===== config.mk =====
export PLATFORM = sky130hd
export DESIGN_NAME = tick_compare_unit
export DESIGN_NICKNAME = d
export VERILOG_FILES = /design/src/rtl/tick_pkg.sv /design/src/rtl/tick_count_reg.sv /design/src/rtl/tick_limit_reg.sv /design/src/rtl/tick_match_det.sv /design/src/rtl/tick_compare_unit.sv
export SDC_FILE = /design/constraint.sdc
export NUM_CORES = 1
export LEC_CHECK = 0
export BUFFER_PORTS_ARGS = -buffer_cell sky130_fd_sc_hd__buf_2
export CAP_MARGIN = 15
export CORE_ASPECT_RATIO = 1.4
export CORE_MARGIN = 10
export CORE_UTILIZATION = 45
export DETAILED_ROUTE_END_ITERATION = 10
export HOLD_SLACK_MARGIN = 0.06
export PLACE_DENSITY = 0.74
export SYNTH_ARGS = -nofsm -noshare
export SYNTH_HDL_FRONTEND = slang
export SYNTH_SLANG_ARGS = --single-unit
export TNS_END_PERCENT = 50

===== constraint.sdc =====
create_clock -name clk -period 4.65 [get_ports clk]
set_clock_uncertainty 0.1 [all_clocks]
set_input_delay 0.6975 -clock clk [delete_from_list [all_inputs] [get_ports clk]]
set_output_delay 0.6975 -clock clk [all_outputs]
set_load 0.05 [all_outputs]

===== src/rtl/tick_pkg.sv =====
package tick_pkg;

   // Which timer flavour an instance represents
   typedef enum logic [1:0] {
      TK_TICK = 2'd0,
      TK_SYS  = 2'd1,
      TK_HYP  = 2'd2
   } tick_kind_e;

   // Soft-interrupt register layout decoded by the neighbour
   localparam int SOFT_W     = 17;
   localparam int TM_BIT_POS = 0;
   localparam int SM_BIT_POS = 16;

   function automatic int kind_bit(input tick_kind_e k);
      return (k == TK_TICK) ? TM_BIT_POS : SM_BIT_POS;
   endfunction

endpackage


===== src/rtl/tick_count_reg.sv =====
module tick_count_reg #(
   parameter int CNT_W = 63
) (
   input  logic             clk,
   input  logic             rst_n,
   input  logic             adv,
   input  logic             ld,
   input  logic [CNT_W-1:0] ld_val,
   input  logic             ld_flag,
   output logic [CNT_W-1:0] cnt_q,
   output logic             flag_q,
   output logic             moved_q
);

   localparam logic [CNT_W-1:0] ONE = {{(CNT_W-1){1'b0}}, 1'b1};

   logic [CNT_W-1:0] cnt_d;

   always_comb begin
      if (ld)       cnt_d = ld_val;
      else if (adv) cnt_d = cnt_q + ONE;
      else          cnt_d = cnt_q;
   end

   always_ff @(posedge clk or negedge rst_n) begin
      if (!rst_n) begin
         cnt_q   <= '0;
         flag_q  <= 1'b0;
         moved_q <= 1'b0;
      end else begin
         cnt_q   <= cnt_d;
         moved_q <= ld | adv;
         if (ld) flag_q <= ld_flag;
      end
   end

endmodule


===== src/rtl/tick_limit_reg.sv =====
module tick_limit_reg #(
   parameter int CNT_W = 63
) (
   input  logic             clk,
   input  logic             rst_n,
   input  logic             wr,
   input  logic [CNT_W-1:0] wr_val,
   input  logic             wr_dis,
   output logic [CNT_W-1:0] lim_q,
   output logic             dis_q,
   output logic             armed
);

   always_ff @(posedge clk or negedge rst_n) begin
      if (!rst_n) begin
         lim_q <= '0;
         dis_q <= 1'b1;
      end else if (wr) begin
         lim_q <= wr_val;
         dis_q <= wr_dis;
      end
   end

   assign armed = (|lim_q) & ~dis_q;

endmodule


===== src/rtl/tick_match_det.sv =====
module tick_match_det #(
   parameter int CNT_W   = 63,
   parameter int SOFT_W  = 17,
   parameter int HIT_BIT = 0
) (
   input  logic [CNT_W-1:0]  cnt,
   input  logic [CNT_W-1:0]  lim,
   input  logic              armed,
   input  logic              moved,
   output logic [SOFT_W-1:0] set_vec
);

   logic hit;

   assign hit = armed & moved & (cnt == lim);

   for (genvar i = 0; i < SOFT_W; i++) begin : g_bit
      if (i == HIT_BIT) begin : g_hit
         assign set_vec[i] = hit;
      end else begin : g_zero
         assign set_vec[i] = 1'b0;
      end
   end

endmodule


===== src/rtl/tick_compare_unit.sv =====
module tick_compare_unit #(
   parameter int                   CNT_W = 63,
   parameter tick_pkg::tick_kind_e KIND  = tick_pkg::TK_TICK
) (
   input  logic                        clk,
   input  logic                        rst_n,
   input  logic                        tick_en,
   input  logic                        cnt_wr,
   input  logic [CNT_W:0]              cnt_wdata,
   output logic [CNT_W:0]              cnt_rdata,
   input  logic                        lim_wr,
   input  logic [CNT_W:0]              lim_wdata,
   output logic [CNT_W:0]              lim_rdata,
   output logic [tick_pkg::SOFT_W-1:0] softint_set
);

   localparam int FLAG_POS  = CNT_W;
   localparam int MATCH_BIT = tick_pkg::kind_bit(KIND);

   if (CNT_W < 2) begin : g_bad_width
      $error("tick_compare_unit: CNT_W must be at least 2");
   end
   if (MATCH_BIT >= tick_pkg::SOFT_W) begin : g_bad_bit
      $error("tick_compare_unit: match bit outside soft-interrupt register");
   end

   logic [CNT_W-1:0] cnt_q;
   logic             prot_q;
   logic             moved_q;
   logic [CNT_W-1:0] lim_q;
   logic             dis_q;
   logic             armed;

   tick_count_reg #(.CNT_W(CNT_W)) u_count (
      .clk     (clk),
      .rst_n   (rst_n),
      .adv     (tick_en),
      .ld      (cnt_wr),
      .ld_val  (cnt_wdata[CNT_W-1:0]),
      .ld_flag (cnt_wdata[FLAG_POS]),
      .cnt_q   (cnt_q),
      .flag_q  (prot_q),
      .moved_q (moved_q)
   );

   tick_limit_reg #(.CNT_W(CNT_W)) u_limit (
      .clk    (clk),
      .rst_n  (rst_n),
      .wr     (lim_wr),
      .wr_val (lim_wdata[CNT_W-1:0]),
      .wr_dis (lim_wdata[FLAG_POS]),
      .lim_q  (lim_q),
      .dis_q  (dis_q),
      .armed  (armed)
   );

   tick_match_det #(
      .CNT_W   (CNT_W),
      .SOFT_W  (tick_pkg::SOFT_W),
      .HIT_BIT (MATCH_BIT)
   ) u_match (
      .cnt     (cnt_q),
      .lim     (lim_q),
      .armed   (armed),
      .moved   (moved_q),
      .set_vec (softint_set)
   );

   assign cnt_rdata = {prot_q, cnt_q};
   assign lim_rdata = {dis_q, lim_q};

endmodule


# [After elaboration in Yosys (flattened, before gate mapping)]
# Index checks and enable logic that the tools add are counted.
[op_classes] addsub=1 n_eq_ne=1 n_mux=2 bitwise=5 n_reduce_logical=2
[ops] operator="$mux 63" n=2
[ops] operator="$add 63x1->63 const B" n=1
[ops] operator="$eq 63x63->1" n=1
[ops] operator="$reduce_or 63->1" n=1
[ops] operator="$and 1x1->1" n=3
[ops] operator="$reduce_bool 2->1" n=1
[ops] operator="$not 1->1" n=1
[ops] operator="$or 1x1->1" n=1
[word_totals] ff_bits=129 input_bits=133 output_inout_bits=145

# [Depth between registers and ports, before layout]
[depth] ltp_word=4 mapped_depth=7 mapped_depth_nobuf=6

# [Hierarchy]
# Synthesis repeated with hierarchy kept, for this count alone.
[unflattened] hier_cells=726 hier_area_um2=7198.2
[by_module_without_submodules] mod="tick_count_reg" n_inst=1 cells_each=442 area_each_um2=3791.1
[by_module_without_submodules] mod="tick_limit_reg" n_inst=1 cells_each=158 area_each_um2=2501.1
[by_module_without_submodules] mod="tick_match_det" n_inst=1 cells_each=124 area_each_um2=890.9
[by_module_without_submodules] mod="tick_compare_unit" n_inst=1 cells_each=2 area_each_um2=15.0

# [Worst setup path after synthesis]
# Ideal clock, no wire load.
[synth_timing] kind="register -> output" from="register u_count.cnt_q[15]" to="output port softint_set[0] (netlist name)" arrival_time_ps=1942 path_slack_ps=1911 stages_incl_launch_ff=8 n_path_buf=2 cell_sequence="dfrtp_1 clkbuf_2 xnor2_1 nand4_1 nor4_1 nand4_1 nor4_1 buf_4"
[synth_via] elab_chain_cells=2
[synth_rtl] element="start: declaration" line_no="tick_count_reg.sv:10" source="output logic [CNT_W-1:0] cnt_q,"
[synth_rtl] element="start signal: assignment" line_no="tick_count_reg.sv:31" source="cnt_q <= cnt_d;"
[synth_rtl] element="$eq 63x63->1" line_no="tick_match_det.sv:15" source="assign hit = armed & moved & (cnt == lim);"
[synth_rtl] element="$and 1x1->1" line_no="tick_match_det.sv:15"
[synth_rtl] element="end: declaration" line_no="tick_compare_unit.sv:14" source="output logic [tick_pkg::SOFT_W-1:0] softint_set"
# Every way passes these cells.

# [Final worst setup path]
[layout_timing] from="register u_count.cnt_q[34]" to="output port softint_set[0] (netlist name)"
# The elaborated chain is that of the path after synthesis.

==> reports/qor.csv <==
stage,metric,value,unit
detailed_routing,wire_per_inst,24.1,µm
clock_network,cts_hold_buf,0,
detailed_routing,vias,7363,
timing,worstMarginPinSlew,0.855,ns
layout,final_cell_mix,"buf_2 (259), dfrtp_1 (128), nand2_1 (96)",
synth,syn_area,7420,µm²
status,outcome,"finished, final reports clean",
floorplanning,die_h,172,µm
layout,drive_gt1_share,35.2,%
global_routing,antenna_found_initial,2,
global_routing,gr-total-overflow,0,
floorplanning,num_rows,55,
synth,async_flop_share,100,%
floorplanning,start_util,45.9,%
clock_network,cts.sinks,129,
worst_setup_path,slowest_stage,nor4_1,
timing,slew_violations,0,
clock_network,clk_pin_slew,0.06,ns
worst_setup_path,cp.required,3.85,ns
layout,fillCellCount,1467,
worst_setup_path,slowest_delay,0.53,ns
synth,yosys_warnings,0,
layout,nets,1158,
power,ir_drop,254,µV
timing,hold_viol_final,0,
timing,tns,0,ns
worst_setup_path,path_class,reg2out,
placement,place.gp.congestion,0.945,
detailed_routing,dr.pass1.iters,6,
layout,layout_commonest_cell,buf_2,
layout,area_delta_synth_final,26.8,%
synth,ys_seq_area_share,43.5,%
floorplanning,die_w,128,µm
synth,netlist_instances,780,
timing,rsz0062_at_grt,no,
placement,dp_worst_setup_slack,1.67,ns
global_routing,grt_max_degree,92,
clock_network,cts_tree,done,
clock_network,root_buffer,clkbuf_16,
floorplanning,core_area,16200,µm²
flow_run,maxCapViolCount,0,
hold_path,hold_class,in2async,
placement,dpl.hpwl,23.2,mm
worst_setup_path,cp_data_arrival_time,2.70,ns
global_routing,grt_first_pass_wirelength,44.3,mm
global_routing,grt_pass1_vias,7467,
placement,portBuffers,261,
detailed_routing,avgViaCountPerCell,5.95,
clock_network,clk_latency,0.43,ns
timing,slew_headroom,43.0,%
worst_setup_path,critical-path-top-delay-family,simple AND/OR/NAND/NOR gates,
clock_network,cts-buffers-inserted,17,
layout,fin_cells,1238,
layout,multiInputGateArea,3780,µm²
worst_setup_path,cp_num_buf_inv,1,
worst_setup_path,crit_path_end_kind,output port,
timing,post-route-period-util,75.2,%
synth,avgSynthCellArea,9.51,µm²
floorplanning,io-pin-count,278,
clock_network,cts_setup_buffers,0,
worst_setup_path,crit_fanout,7,
synth,synth-edff-count,0,
power,p_total,0.00392,W
power,p_per_area,417,nW/µm²
detailed_routing,route.final.wire_length,29.8,mm
layout,seq_area,3230,µm²
worst_setup_path,path_cells,xnor2_1 -> nand4_1 -> nor4_1 -> nand4_1 -> nor4_1 -> buf_2,
worst_setup_path,setup.worst_path.start_class,register,
detailed_routing,drc,0,
synth,synth-seq-cells,129,
timing,clock.fmax,286,MHz
floorplanning,dieArea,22100,µm²
synth,synth.distinct_cells,56,
timing,min_period,3.49,ns
placement,dp.cells,1204,
timing,worst_slack,1.16,ns
global_routing,grtUsageTotal,26.1,%
clock_network,clk_path_buf_depth,2,
timing,finalSetupViolations,0,
power,leakagePower,4.27,nW
clock_network,htreeDepth,4,
synth,synth_ff_type,dfrtp_1,
detailed_routing,ant_nets,0,
clock_network,cts_resized,0,
detailed_routing,drt-initial-drc-count,781,
-- cell type report --
cell class	instances	share of cell area (%)
sequential	129	34.3
antenna	2	0.0532
tap	199	2.65
inverter	41	1.64
clock buffer	18	4.67
multi-input combinational	568	40.2
timing repair buffer	267	14.4
clock inverter	14	2.00
-- synth_stat cells (all sizes together), types with 6 or more instances --
cell | count | area (µm²)
or4 | 13 | 97.6
a22oi | 9 | 67.6
nor4 | 35 | 295
mux2 | 46 | 518
and3 | 9 | 56.3
nand2 | 96 | 360
o21ai | 61 | 305
xnor2 | 62 | 543
nor2 | 23 | 86.3
mux2i | 6 | 60.1
nand2b | 10 | 62.6
xor2 | 12 | 105
nor2b | 11 | 68.8
nor3 | 21 | 121
nand4 | 50 | 353
o22ai | 12 | 75.1
a221o | 7 | 70.1
dfrtp | 128 | 3200
clkbuf | 25 | 95.1
inv | 41 | 154
nand3 | 22 | 110
buf | 32 | 210
-- routing by layer --
layer / part of all wire, % / vias up / global-route usage, % / wire, µm
li1: - / 3272 / - / -
met1: 38 / 3591 / 30.4 / 11200
met2: 50 / 423 / 43.7 / 14900
met3: 8.8 / 77 / 6.80 / 2640
met4: 3.8 / 0 / 12.0 / 1140
met5: 0 / - / 0 / 0
-- worst register-to-register path: stages (launching register included) --
cell	delay, ns
dfrtp_1	0.59
nand4_1	0.26
nor4_4	0.55
nand4_2	0.47
or4_1	0.61
nand3_1	0.08
-- worst paths after layout --
path	start	end	slack, ns	cells past startpoint
setup / recovery	u_count.cnt_q[34]	softint_set[0]	1.16	6
hold / removal	rst_n	u_count.cnt_q[53]	0.27	1
setup reg to reg	u_count.cnt_q[25]	u_count.cnt_q[55]	1.93	5
hold reg to reg	u_count.flag_q	u_count.flag_q	0.41	1
max in group asynchronous	rst_n	u_limit.dis_q	3.11	2
min in group clk	lim_wdata[62]	u_limit.lim_q[62]	0.37	3
-- registers in the layout (all words and copies together) (netlist names) --
signal and flops:
u_limit.dis_q 1, u_count.flag_q 1, u_count.cnt_q 63, u_limit.lim_q 63, u_count.moved_q 1
-- where the power goes --
group          switching (W)  internal (W)  total (W)
registers           0.000229       0.00123    0.00146
clock network       0.000534      0.000910    0.00144
logic               0.000720      0.000294    0.00101
-- per-stage QoR --
step / utilization (%) / area [µm²] / hold slack (ns)
after floorplan: - / 7470 / 0.302
after CTS: 58.1 / 9400 / 0.304
after detailed placement: 54.2 / 8770 / 0.402
after global routing: 58.2 / 9400 / 0.325
final: 58.2 / 9400 / 0.266
after global placement: 54.2 / 8770 / 0.385
-- cell families after synthesis --
family	share of synthesized area (%)
xor+xnor	8.74
other cells	0.0506
fa+ha+maj	0.169
flops	43.5
simple gates	23.9
mux	7.79
buf+inv	6.19
compound gates	9.62
Note: power is estimated with default switching activity, not from simulation.
